--- src/rtl/dct_pkg.sv ---
package dct_pkg;
    typedef enum logic [1:0] {
        ST_IDLE  = 2'd0,
        ST_ARMED = 2'd1,
        ST_MEAS  = 2'd2
    } dct_mode_e;
endpackage

--- src/rtl/dct_pin_sync.sv ---
module dct_pin_sync #(
    parameter int STAGES = 2
) (
    input  logic clk,
    input  logic rst_n,
    input  logic pin_in,
    output logic rise,
    output logic fall
);
    // STAGES synchronizer flops plus one history flop
    logic [STAGES:0] sh_d, sh_q;

    always_comb begin
        sh_d = {sh_q[STAGES-1:0], pin_in};
    end

    always_ff @(posedge clk or negedge rst_n) begin
        if (!rst_n) sh_q <= '0;
        else        sh_q <= sh_d;
    end

    assign rise = sh_q[STAGES-1] & ~sh_q[STAGES];
    assign fall = ~sh_q[STAGES-1] & sh_q[STAGES];
endmodule

--- src/rtl/dct_prescaler.sv ---
module dct_prescaler #(
    parameter int DIV_W = 3
) (
    input  logic             clk,
    input  logic             rst_n,
    input  logic             en,
    input  logic             restart,
    input  logic [DIV_W-1:0] div_sel,
    output logic             tick
);
    localparam int PRE_W = (1 << DIV_W) - 1;

    logic [PRE_W-1:0] pre_d, pre_q, pre_max;

    always_comb begin
        pre_max = PRE_W'((32'd1 << div_sel) - 32'd1);
        if (restart || !en)       pre_d = '0;
        else if (pre_q >= pre_max) pre_d = '0;
        else                      pre_d = pre_q + PRE_W'(1);
    end

    always_ff @(posedge clk or negedge rst_n) begin
        if (!rst_n) pre_q <= '0;
        else        pre_q <= pre_d;
    end

    assign tick = en && !restart && (pre_q >= pre_max);
endmodule

--- src/rtl/duty_capture_timer.sv ---
module duty_capture_timer #(
    parameter int CNT_W     = 16,
    parameter int DIV_W     = 3,
    parameter int SYNC_STGS = 2
) (
    input  logic             clk,
    input  logic             rst_n,
    input  logic             pin_in,
    input  logic             pol_fall_start,
    input  logic [DIV_W-1:0] div_sel,
    input  logic             run_en,
    input  logic             oneshot_en,
    input  logic             irq_en,
    input  logic             irq_clr,
    output logic [CNT_W-1:0] cap_value,
    output logic             cap_is_period,
    output logic             irq_flag,
    output logic             ovf_flag
);
    import dct_pkg::*;

    localparam logic [CNT_W-1:0] CNT_MAX = {CNT_W{1'b1}};

    typedef struct packed {
        dct_mode_e        mode;
        logic [CNT_W-1:0] cnt;
        logic [CNT_W-1:0] cap;
        logic             per;
        logic             irq;
        logic             ovf;
    } dct_state_t;

    dct_state_t q, n_d;
    logic rise, fall, start_ev, other_ev;
    logic pre_en, pre_restart, tick, capture_evt;

    dct_pin_sync #(.STAGES(SYNC_STGS)) u_sync (
        .clk    (clk),
        .rst_n  (rst_n),
        .pin_in (pin_in),
        .rise   (rise),
        .fall   (fall)
    );

    assign start_ev    = pol_fall_start ? fall : rise;
    assign other_ev    = pol_fall_start ? rise : fall;
    assign pre_en      = run_en && (q.mode == ST_MEAS);
    assign pre_restart = start_ev || !pre_en;

    dct_prescaler #(.DIV_W(DIV_W)) u_pre (
        .clk     (clk),
        .rst_n   (rst_n),
        .en      (pre_en),
        .restart (pre_restart),
        .div_sel (div_sel),
        .tick    (tick)
    );

    always_comb begin
        n_d         = q;
        capture_evt = 1'b0;
        if (irq_clr) begin
            n_d.irq = 1'b0;
            n_d.ovf = 1'b0;
        end
        if (!run_en) begin
            n_d.mode = ST_IDLE;
            n_d.cnt  = '0;
        end else begin
            case (q.mode)
                ST_IDLE: begin
                    n_d.mode = oneshot_en ? ST_ARMED : ST_MEAS;
                    n_d.cnt  = '0;
                end
                ST_ARMED: begin
                    if (start_ev) n_d.mode = ST_MEAS;
                end
                ST_MEAS: begin
                    if (start_ev) begin
                        capture_evt = 1'b1;
                        n_d.cap     = q.cnt;
                        n_d.per     = 1'b1;
                        n_d.cnt     = '0;
                    end else begin
                        if (other_ev) begin
                            capture_evt = 1'b1;
                            n_d.cap     = q.cnt;
                            n_d.per     = 1'b0;
                        end
                        if (tick) begin
                            n_d.cnt = q.cnt + CNT_W'(1);
                            if (q.cnt == CNT_MAX) n_d.ovf = 1'b1;
                        end
                    end
                end
                default: n_d.mode = ST_IDLE;
            endcase
        end
        if (capture_evt && irq_en) n_d.irq = 1'b1;
    end

    always_ff @(posedge clk or negedge rst_n) begin
        if (!rst_n) begin
            q.mode <= ST_IDLE;
            q.cnt  <= '0;
            q.cap  <= '0;
            q.per  <= 1'b0;
            q.irq  <= 1'b0;
            q.ovf  <= 1'b0;
        end else begin
            q <= n_d;
        end
    end

    assign cap_value     = q.cap;
    assign cap_is_period = q.per;
    assign irq_flag      = q.irq;
    assign ovf_flag      = q.ovf;
endmodule

--- config.mk ---
export PLATFORM = sky130hd
export DESIGN_NAME = duty_capture_timer
export DESIGN_NICKNAME = d
export VERILOG_FILES = /design/src/rtl/dct_pkg.sv /design/src/rtl/dct_pin_sync.sv /design/src/rtl/dct_prescaler.sv /design/src/rtl/duty_capture_timer.sv
export SDC_FILE = /design/constraint.sdc
export NUM_CORES = 1
export LEC_CHECK = 0
export BUFFER_PORTS_ARGS = -buffer_cell sky130_fd_sc_hd__buf_2
export CAP_MARGIN = 30
export CORE_MARGIN = 2
export CORE_UTILIZATION = 35
export CTS_BUF_LIST = sky130_fd_sc_hd__clkbuf_8
export CTS_CLUSTER_DIAMETER = 200
export DETAILED_ROUTE_END_ITERATION = 12
export PLACE_DENSITY = 0.5
export SYNTH_ARGS = -nofsm -noshare
export SYNTH_HDL_FRONTEND = slang
export SYNTH_SLANG_ARGS = --single-unit
--- constraint.sdc ---
create_clock -name clk -period 2.4 [get_ports clk]
set_input_delay 0.48 -clock clk [delete_from_list [all_inputs] [get_ports clk]]
set_output_delay 0.48 -clock clk [all_outputs]
set_load 0.05 [all_outputs]
---- Word level (Yosys, flattened, before mapping) ----
Cells that the tools add are included.
Widths: inputs -> output; s select.
operators by class
  $add $sub $neg .......................... 3
  order comparisons ....................... 1
  eq/ne operators ......................... 7
  shifts and indexed selects .............. 1
  mux-type cells .......................... 23
  bitwise operators ....................... 4
  reduce and logical (&&, ||, !) cells .... 14
operators with widths
  operator               count
  $mux 33                1
  $pmux 16 s2            1
  $mux 18                1
  $mux 17                1
  $add 16x1->16 const B  1
  $eq 16x16->1 const B   1
  $mux 16                1
  $mux 7                 2
  $mux 1                 12
  $add 7x1->7 const B    1
  $ge 7x7->1             1
  $shl 1x3->7 const A    1
  $sub 7x1->7 const B    1
  $mux 2                 3
  $pmux 2 s3             1
  $logic_and 1x1->1      4
  $ne 4x4->1 const B     1
  $reduce_and 2->1       2
  $reduce_bool 2->1      2
  $ne 3x1->1 const B     1
  $ne 3x3->1 const B     1
  $reduce_and 3->1       1
  $and 1x1->1            2
  $eq 2x1->1 const B     1
  6 further kinds        9
storage, ports and cells
  bits in registers ....................... 47
  bits of input ports ..................... 11
  output and inout bits ................... 19
  logic and storage cells ................. 61

---- Logic depth before layout (Yosys ltp) ----
Gate-level depths: netlist (run 1).
  depth in word-level cells ............... 11
  depth in mapped cells ................... 8
  mapped depth without buffers ............ 7

---- Cells and area by module ----
Synthesis (run 1) repeated with hierarchy kept, for this count alone.
second synthesis, totals
  cells, all modules ...................... 229
  area, all modules ....................... 2,434.8 um^2
modules (own cells, without submodules)
  module              instances  cells each  area an instance (um^2)  seq. area each (um^2)
  duty_capture_timer  1          172         1,850.5                  925.9
  dct_prescaler       1          52          494.2                    175.2
  dct_pin_sync        1          5           90.1                     75.1

---- Worst setup path after synthesis (run 1) ----
Ideal clock, no wire load.
  path type ............................... in2reg
  from .................................... input port div_sel[1]
  to ...................................... register q[29] in the netlist's numbering
  setup time .............................. 0.133 ns
  arrival ................................. 2.213 ns
  required time ........................... 2.267 ns
  setup slack ............................. 0.054 ns
  cell stages on the path ................. 8
  path buffers ............................ 1
  cells stage by stage .................... or3_1 > ha_1 > and2b_2 > o21ai_2 > a41oi_4 > buf_6 > o311ai_0 > nand2_1
between the ends
  longest elaborated chain between the ends .. 6
ends and longest elaborated chain
  item                               RTL line                   source
  from (decl)                        duty_capture_timer.sv:10   input logic [DIV_W-1:0] div_sel,
  $shl 1x3->7                        dct_prescaler.sv:16        pre_max = PRE_W'((32'd1 << div_sel) - 32'd1);
  $sub 7x1->7                        dct_prescaler.sv:16
  $ge 7x7->1                         dct_prescaler.sv:27        assign tick = en && !restart && (pre_q >= pre_max);
  $logic_and 1x1->1                  dct_prescaler.sv:27
  $ne 4x4->1 (no source line)        --
  $reduce_and 2->1 (no source line)  --
  to (signal assigned)               duty_capture_timer.sv:111  q <= n_d;
  to (decl)                          duty_capture_timer.sv:33   dct_state_t q, n_d;
No other way between the ends.
A chain may end at the register's enable or synchronous reset.

==> results of run 1 <==
-- cells in the mapped netlist, types with 2 or more instances --
cell	n
dfrtp_1	47
mux2_2	17
buf_4	16
nand2_1	16
a31oi_1	14
nor2_1	13
ha_1	11
inv_1	10
nand3_1	10
nor3_1	7
a21oi_1	6
o21ai_0	5
o21ai_1	5
a21o_1	4
a32oi_1	4
buf_6	4
o31a_2	4
and3_1	3
and3_2	3
nand4_1	3
o311ai_0	3
xnor2_1	3
and2_1	2
and2_2	2
buf_2	2
nor2b_1	2
o21ai_2	2
or3_1	2
xor2_1	2
-- kinds of logic (layout without fill, tap and decap cells) --
kind of cell / Yosys count / count (layout) / share of synthesized area, %
buffers and inverters: 35 / 61 / 9.43
AO/OA/AOI/OAI: 54 / 54 / 15.8
flip-flops: 47 / 47 / 46.1
AND/OR/NAND/NOR: 68 / 68 / 13.6
multiplexers: 18 / 18 / 7.90
adder cells (fa/ha/maj): 11 / 11 / 5.40
XOR/XNOR: 5 / 5 / 1.72
-- power by group --
part | internal, mW | switching (mW) | total (mW) | leakage (nW)
Sequential | 0.816 | 0.0187 | 0.835 | 0.643
Clock | 0.412 | 0.272 | 0.684 | 0.0695
Combinational | 0.0676 | 0.131 | 0.198 | 0.654
-- sequential cells by signal (all words and copies together) (netlist names) --
register,cells
ovf_flag,1
q,18
irq_flag,1
cap_is_period,1
cap_value,16
u_pre.pre_q,7
u_sync.sh_q,3
-- metal layers --
layer  GRT usage (%)  vias to the layer above  routed length (um)
met1            19.7                      891                2470
met4            4.61                        0                  70
met2            21.7                       38                2460
met3            3.05                        5                 177
met5               0                        -                   0
li1                -                      908                   -
-- path summary, 6_finish.rpt --
path	to	slack, ps	cells after the start
setup / recovery	ovf_flag$_DFF_PN0_	140	8
hold / removal	cap_value[3]$_DFFE_PN0P_	160	1
setup reg to reg	u_pre.pre_q[3]$_DFF_PN0_	230	8
hold reg to reg	u_sync.sh_q[1]$_DFF_PN0_	360	0
max in group asynchronous	irq_flag$_DFFE_PN0P_	1710	2
min in group clk	u_sync.sh_q[0]$_DFF_PN0_	280	1
-- cell type report --
| cell class | instances | area (um2) |
|---|---|---|
| Timing Repair Buffer | 43 | 263 |
| Clock buffer | 5 | 68.8 |
| Tap cell | 99 | 124 |
| Inverter | 10 | 37.5 |
| Fill cell | 731 | 4270 |
| Sequential cell | 47 | 1180 |
| Clock inverter | 3 | 63.8 |
| Multi-Input combinational cell | 156 | 1130 |
-- metrics by stage --
step	TNS [ps]	util (%)	hold slack, ps
after floorplan	0	-	184
after global placement	-2200	38.3	333
after detailed placement	-2500	38.3	339
after CTS	0	40.1	185
after global routing	0	40.1	192
final	0	40.1	158
-- worst max-delay path, stage by stage --
cell and delay [ps]:
buf_2 110, or3_1 370, ha_1 270, and2b_2 210, o21ai_2 190, a41oi_4 170
or4_1 560, o21ai_0 110
-- what timing repair did --
action                                  in CTS  in global routing
setup buffers                                0                  0
endpoints found under the setup margin       0                  2
gates resized for setup                      0                  2
==> results.yml, run 1 <==
clocking:
  root_buffer: "clkbuf_8"
  cts.path.max_buffers: 2
  clk_pin_slew_ps: 90
  clock-sinks: 47
  cts_tree: "built"
  clkLatencyLatePin_ps: 310
  ctsHoldBuffers: 0
  htreeDepth: 2
  cts_buffers: 5
synth:
  syn-cell-area_um2: 2550
  syn_inst: 238
  async_reset_ff_share_pct: 100
  synth_edf_count: 0
  seq_area_frac_synth_pct: 46.1
  synth_nets: 260
  ys_ff_latch: 47
  synth.distinct_cells: 45
  synth_largest_area_cell: "dfrtp_1"
  synth_top_area_share_pct: 46.1
  avgSynthCellArea_um2: 10.7
  yosys-top-cells-area: "dfrtp_1 (46%), mux2_2 (7.5%), ha_1 (5.4%), buf_4 (4.7%), a31oi_1 (3.4%)"
  yosys_warnings: 0
  ys.flop_type: "dfrtp_1"
grt:
  grt_max_degree: 25
  grt_pass1_vias: 1723
  grt_remaining_overflow: 0
  grt_pass1_wl_um: 8630
  track_usage_pct: 14.1
  grt_antenna_before_repair: 0
drt:
  dr.first_iter.drc_count: 144
  drc: 0
  wl_per_cell_um: 14.3
  routed_via_density: 5.07
  drtAntennaViolNets: 0
  vias: 1842
  totalWireLength_um: 5180
  drt_first_pass_iters: 4
timing:
  worst-slew-pin-transition_ps: 579
  fin_crit_sh_pct: 94.1
  final_max_slew_viol_count: 0
  period_minus_slack_ps: 2260
  finalSetupViolCount: 0
  finalHoldViolCount: 0
  rsz0062_at_grt: "no"
  setup_ws_ps: 142
  fmax_mhz: 443
  fin_skew_ps: 12.4
  max_slew_margin_pct: 61.4
placement:
  post-place-ws_ps: -190
  gp_congestion: 0.841
  portBuffers: 29
  placed_cells: 355
  dpl_cell_area_um2: 2730
  hpwl_um: 3690
floorplanning:
  core-area_um2: 7140
  num_rows: 31
  fp.dieH_um: 89.3
  io_pins: 30
  start_util_pct: 35.7
  dieArea_um2: 7980
  dieWidth_um: 89.3
final_layout:
  layout_common_cells: "dfrtp_1 (47), buf_2 (29), mux2_2 (17)"
  layoutNonFillerInstCount: 363
  nNetsFinal: 285
  area_growth_pct: 12.4
  antenna_cells: 0
  mostFrequentLayoutCell: "dfrtp_1"
  drive_above_1_share_pct: 31.1
  fin_area_um2: 2870
pwr:
  peakVddDrop_uv: 328
  total_power_mw: 1.72
  power.density_nw_per_um2: 599
  p_leak_nw: 1.37
worst_setup_path:
  cp.required_ps: 2620
  path_class: "input port to flip-flop"
  worstSetupStartpoint: "div_sel[1]"
  cp.arrival_ps: 2480
  cp-start-kind: "input port"
  r2r-start: "u_pre.pre_q[4]$_DFF_PN0_"
  end_kind: "flip-flop"
  crit_fanout: 5
run_status:
  status: "finished, final reports clean"
flow_run:
  cap_violations: 0
hold_path:
  hold_path_class: "input port to async pin"
(Power assumes the default switching activity.)
==> run 2: changes to the inputs <==
PLACE_DENSITY = not set   (was 0.5)
PLACE_DENSITY_LB_ADDON = 0.2   (was not set)
SKIP_CTS_REPAIR_TIMING = 1   (was not set)
==> run 2 against run 1 <==
Compared with the run above:
- register-to-register slack got worse by 110 ps
- die area unchanged
- power down 10%
- global-route usage hardly changed
- clock-buffer cell count is 1 higher
- clock skew about the same
- worst hold slack worse by 14 ps
- sequential power barely moved
- core utilization shrank 0.14 points
- final cell count up 0.28%
- sequential share of layout area up 0.14 points
- non-clock buffer count is 1 higher
==> results.yml, run 2 (synthesized netlist as in run 1, its figures left out) <==
floorplanning:
  start_util_pct: 35.7
  core-area_um2: 7140
  io_pins: 30
  dieArea_um2: 7980
  dieWidth_um: 89.3
  num_rows: 31
  fp.dieH_um: 89.3
placement:
  hpwl_um: 3670
  portBuffers: 29
  gp_congestion: 0.810
  placed_cells: 356
drt:
  drt_first_pass_iters: 4
  wl_per_cell_um: 14.4
  drtAntennaViolNets: 0
  vias: 1873
  dr.first_iter.drc_count: 102
  routed_via_density: 5.15
  totalWireLength_um: 5240
  drc: 0
worst_setup_path:
  cp.arrival_ps: 2510
  critPathMaxStageDelay_ps: 380
  cp_slowest_cell: "or3_1"
  cp.required_ps: 2610
  path_delay_family: "compound AO/OA/AOI/OAI gates"
  critPathBufInv: 2
  cp-start-kind: "input port"
  path_class: "input port to flip-flop"
  crit_chain: "buf_2 > or3_1 > ha_1 > and2b_2 > o21ai_4 > a41oi_4 > buf_4 > o31a_2 > a31oi_1"
  end_kind: "flip-flop"
  crit_fanout: 5
final_layout:
  fillers: 748
  layout_common_cells: "dfrtp_1 (47), buf_2 (29), mux2_2 (17)"
  regArea_um2: 1180
  drive_above_1_share_pct: 31.7
  area_growth_pct: 12.0
  largest_reg_flops: 18
  nNetsFinal: 287
  multi_input_area_um2: 1160
  layoutNonFillerInstCount: 364
  antenna_cells: 0
  mostFrequentLayoutCell: "dfrtp_1"
  regMostFlops: "q"
grt:
  grt_antenna_before_repair: 0
  track_usage_pct: 14.1
  grt_remaining_overflow: 0
  grt_pass1_wl_um: 8620
  grt_pass1_vias: 1778
  grt_max_degree: 26
clocking:
  clk_pin_slew_ps: 90
  clkLatencyLatePin_ps: 300
  cts_buffers: 5
  htreeDepth: 2
  root_buffer: "clkbuf_8"
  cts_tree: "built"
  clock-sinks: 47
  cts.path.max_buffers: 2
pwr:
  p_switching_mw: 0.428
  power.density_nw_per_um2: 541
  pwr-share-comb_pct: 13.1
  peakVddDrop_uv: 313
  seq_power_share_pct: 54.1
  clkPwrFrac_pct: 32.9
  power.internal_mw: 1.12
  p_leak_nw: 1.35
  p_sw_share_pct: 27.7
timing:
  tns_ps: 0
  worst-slew-pin-transition_ps: 539
  rsz0062_at_grt: "yes"
  max_slew_margin_pct: 64.1
  period_minus_slack_ps: 2290
  finalSetupViolCount: 0
  final_max_slew_viol_count: 0
  fin_skew_ps: 12.3
  fmax_mhz: 436
  finalHoldViolCount: 0
  fin_crit_sh_pct: 95.5
hold_path:
  hold_path_class: "input port to async pin"
run_status:
  status: "finished, final reports clean"
flow_run:
  cap_violations: 0
run 2: changes by cell type in the layout (fill, tap and decap cells not counted), sizes merged:
cell,previous run,this run
a41oi,2,3
buf,43,44
bufinv,2,0
clkbuf,5,6
run 2: worst register-to-register path: stages (launching register included):
cell and delay (ps):
dfrtp_1 440, ha_1 340, a21o_1 170, a221o_1 410
a41o_2 390, buf_4 180, a32oi_1 160, nand2_1 70
run 2: layer usage:
layer | track usage, % | part of all wire [%]
met4 | 4.61 | 1.2
met2 | 22.6 | 46
met5 | 0 | 0
met1 | 19.0 | 49
met3 | 3.05 | 4.2
run 2: area by class of cell:
type,instances,area share [%]
Clock buffer,6,2.89
Clock inverter,1,0.307
Inverter,10,1.31
Multi-Input combinational cell,157,40.5
Sequential cell,47,41.2
Tap cell,99,4.34
Timing Repair Buffer,44,9.47
run 2: worst paths after layout:
| kind | startpoint | to | slack, ps | cells past startpoint |
|---|---|---|---|---|
| max in group asynchronous | rst_n | u_pre.pre_q[1]$_DFF_PN0_ | 1720 | 2 |
| min | rst_n | u_sync.sh_q[0]$_DFF_PN0_ | 140 | 1 |
| max | div_sel[1] | q[30]$_DFFE_PN0P_ | 110 | 9 |
| min reg2reg | u_sync.sh_q[0]$_DFF_PN0_ | u_sync.sh_q[1]$_DFF_PN0_ | 360 | 0 |
| min in group clk | pin_in | u_sync.sh_q[0]$_DFF_PN0_ | 280 | 1 |
| max reg2reg | u_pre.pre_q[4]$_DFF_PN0_ | q[29]$_DFFE_PN0P_ | 120 | 7 |
run 2: power by group through the flow:
stage	logic, mW	clock network (mW)	registers [mW]
after floorplan	0.120	0	0.871
after global placement	0.200	0	0.850
after detailed placement	0.202	0	0.851
after CTS	0.202	0.521	0.835
after global routing	0.222	0.554	0.839
final	0.202	0.508	0.836
run 2: stage by stage:
| stage | setup slack [ps] | area (um2) | hold slack [ps] | power (mW) | util, % |
|---|---|---|---|---|---|
| final | 107 | 2860 | 144 | 1.55 | 40.0 |
| after floorplan | 53.6 | 2550 | 184 | 0.991 | - |
| after detailed placement | -251 | 2740 | 340 | 1.05 | 38.4 |
| after global routing | -9.77 | 2860 | 194 | 1.61 | 40.0 |
| after global placement | -212 | 2740 | 336 | 1.05 | 38.4 |
| after CTS | 61.6 | 2830 | 165 | 1.56 | 39.7 |
==> run 3: changes to the inputs <==
ABC_AREA = 1   (was not set)
==> run 3 against run 2 <==
Compared with the run above:
- sequential share of layout area fell by 1.1 points
- final cell count increased by 26%
- clock-buffer cell count unchanged
- fmax up 20%
- setup slack better by 380 ps
- flip-flop and latch count unchanged
- die area up 5.9%
- critical path depth up 2
- largest cell class unchanged
- highest routed layer unchanged
==> results.yml, run 3 <==
timing:
  fmax_mhz: 523
  finalHoldViolCount: 0
  finalSetupViolCount: 0
  tns_ps: 0
  max_slew_margin_pct: 59.1
  worst-slew-pin-transition_ps: 613
  fin_crit_sh_pct: 79.7
  final_max_slew_viol_count: 0
  period_minus_slack_ps: 1910
  fin_skew_ps: 5.14
  rsz0062_at_grt: "no"
floorplanning:
  start_util_pct: 35.6
  num_rows: 32
  dieArea_um2: 8450
  io_pins: 30
  dieWidth_um: 91.9
  fp.dieH_um: 91.9
  core-area_um2: 7610
final_layout:
  layoutNonFillerInstCount: 460
  nNetsFinal: 379
  layout_common_cells: "nand2_1 (80), dfrtp_1 (47), inv_1 (44)"
  regMostFlops: "q"
  antenna_cells: 0
  drive_above_1_share_pct: 16.2
  mostFrequentLayoutCell: "nand2_1"
  area_growth_pct: 8.56
  final_util_pct: 38.6
  largest_reg_flops: 18
pwr:
  power.density_nw_per_um2: 563
  total_power_mw: 1.65
  peakVddDrop_uv: 208
  p_leak_nw: 1.41
grt:
  grt_max_degree: 48
  grt_pass1_wl_um: 9650
  track_usage_pct: 14.5
  grt_remaining_overflow: 0
  grt_antenna_before_repair: 0
  grt_pass1_vias: 2025
drt:
  wl_per_cell_um: 11.9
  dr.first_iter.drc_count: 120
  m1WireLength_um: 2790
  drt_first_pass_iters: 4
  wl_met3_um: 184
  totalWireLength_um: 5450
  top_layer: "met4"
  drc: 0
  wl_met2_um: 2390
  drtAntennaViolNets: 0
  vias: 2128
  routed_via_density: 4.63
worst_setup_path:
  path_class: "input port to flip-flop"
  crit_chain: "buf_2 > o21ai_0 > ha_1 > nand2_1 > nand2_1 > a21oi_1 > nand3_4 > nand2_4 > inv_4 > nand3_1 > o21ai_2"
  r2r-start: "u_pre.pre_q[5]$_DFF_PN0_"
  cp_common_cell: "nand2_1"
  cp-start-kind: "input port"
  cp.required_ps: 2600
  critPathMaxStageDelay_ps: 280
  worstSetupStartpoint: "div_sel[1]"
  end_kind: "flip-flop"
  cp.arrival_ps: 2110
  crit_fanout: 18
  cp_slowest_cell: "ha_1"
placement:
  hpwl_um: 3950
  placed_cells: 452
  portBuffers: 29
  gp_congestion: 0.789
synth:
  yosys_warnings: 0
  yosysMostFrequentCell: "nand2_1"
  seq_area_frac_synth_pct: 43.5
  avgSynthCellArea_um2: 7.91
  synth.distinct_cells: 29
  syn_inst: 342
  synth_top_area_share_pct: 43.5
  async_reset_ff_share_pct: 100
  syn-cell-area_um2: 2710
  yosys-top-cells-area: "dfrtp_1 (43%), nand2_1 (11%), inv_1 (6.1%), nand3_1 (5.9%), ha_1 (5.1%)"
  synth_nets: 364
  synth_largest_area_cell: "dfrtp_1"
  yosys-top-cells-count: "nand2_1 (80), dfrtp_1 (47), inv_1 (44)"
  synth_edf_count: 0
  ys_ff_latch: 47
  ys.flop_type: "dfrtp_1"
flow_run:
  cap_violations: 0
clocking:
  clock-sinks: 47
  clk_pin_slew_ps: 90
  root_buffer: "clkbuf_8"
  cts.path.max_buffers: 2
  clkLatencyLatePin_ps: 310
  htreeDepth: 2
  cts_buffers: 5
  cts_tree: "built"
run_status:
  status: "finished, final reports clean"
hold_path:
  hold_path_class: "input port to async pin"
-- run 3: cell types whose count changed in the layout (fill, tap and decap cells not counted), sizes merged, moves of 13 or more --
| cell | previous run | this run |
|---|---|---|
| buf | 44 | 31 |
| inv | 11 | 46 |
| o21ai | 12 | 32 |
| nand3 | 10 | 34 |
| nand2 | 16 | 84 |
| nor2 | 13 | 36 |
| a31oi | 14 | 0 |
| mux2 | 17 | 0 |
-- run 3: cell families (layout without fill, tap and decap cells) --
family	after synthesis	after routing	share of synthesized area, %
AND/OR/NAND/NOR	174	174	29.3
flip-flops	47	47	43.5
adder cells (fa/ha/maj)	11	11	5.09
AO/OA/AOI/OAI	36	36	7.77
buffers and inverters	70	86	13.0
XOR/XNOR	4	4	1.30
-- run 3: final timing paths --
| path | endpoint | slack, ps | depth (start not counted) |
|---|---|---|---|
| worst min register to register | u_sync.sh_q[1]$_DFF_PN0_ | 360 | 0 |
| min in group clk | u_sync.sh_q[0]$_DFF_PN0_ | 270 | 1 |
| worst max register to register | q[26]$_DFFE_PN0P_ | 500 | 9 |
| max in group asynchronous | cap_value[9]$_DFFE_PN0P_ | 1730 | 2 |
| worst min-delay path | cap_value[6]$_DFFE_PN0P_ | 250 | 2 |
| worst max-delay path | q[26]$_DFFE_PN0P_ | 490 | 11 |
-- run 3: routing by layer --
| metal | GRT usage [%] | vias to the layer above |
|---|---|---|
| li1 | - | 1107 |
| met1 | 20.2 | 980 |
| met2 | 22.4 | 35 |
| met3 | 2.88 | 6 |
| met4 | 4.98 | 0 |
| met5 | 0 | - |
-- run 3: per-stage QoR --
step | worst slack (ps) | cell area (um2) | hold slack, ps
after floorplan | 518 | 2710 | 184
after global placement | 223 | 2820 | 338
after detailed placement | 120 | 2820 | 342
after CTS | 461 | 2940 | 255
after global routing | 273 | 2940 | 255
final | 488 | 2940 | 253
-- run 3: layout make-up --
class                      count  area, um2
multi-input combinational    225       1180
fill                         845       4670
clock inverter                 2       35.0
inverter                      47        179
clock buffer                   6       82.6
sequential                    47       1180
tap                          102        128
timing repair buffer          31        160
-- run 3: critical path, delay by kind of cell --
kind | cells | cell delay [ps]
buf+inv | 2 | 230
compound gates | 3 | 490
fa+ha+maj | 1 | 280
simple gates | 5 | 610
-- run 3: where the power goes --
part | switching, mW | internal, mW
Sequential | 0.0157 | 0.809
Clock | 0.280 | 0.337
Combinational | 0.161 | 0.0500
Total | 0.456 | 1.20
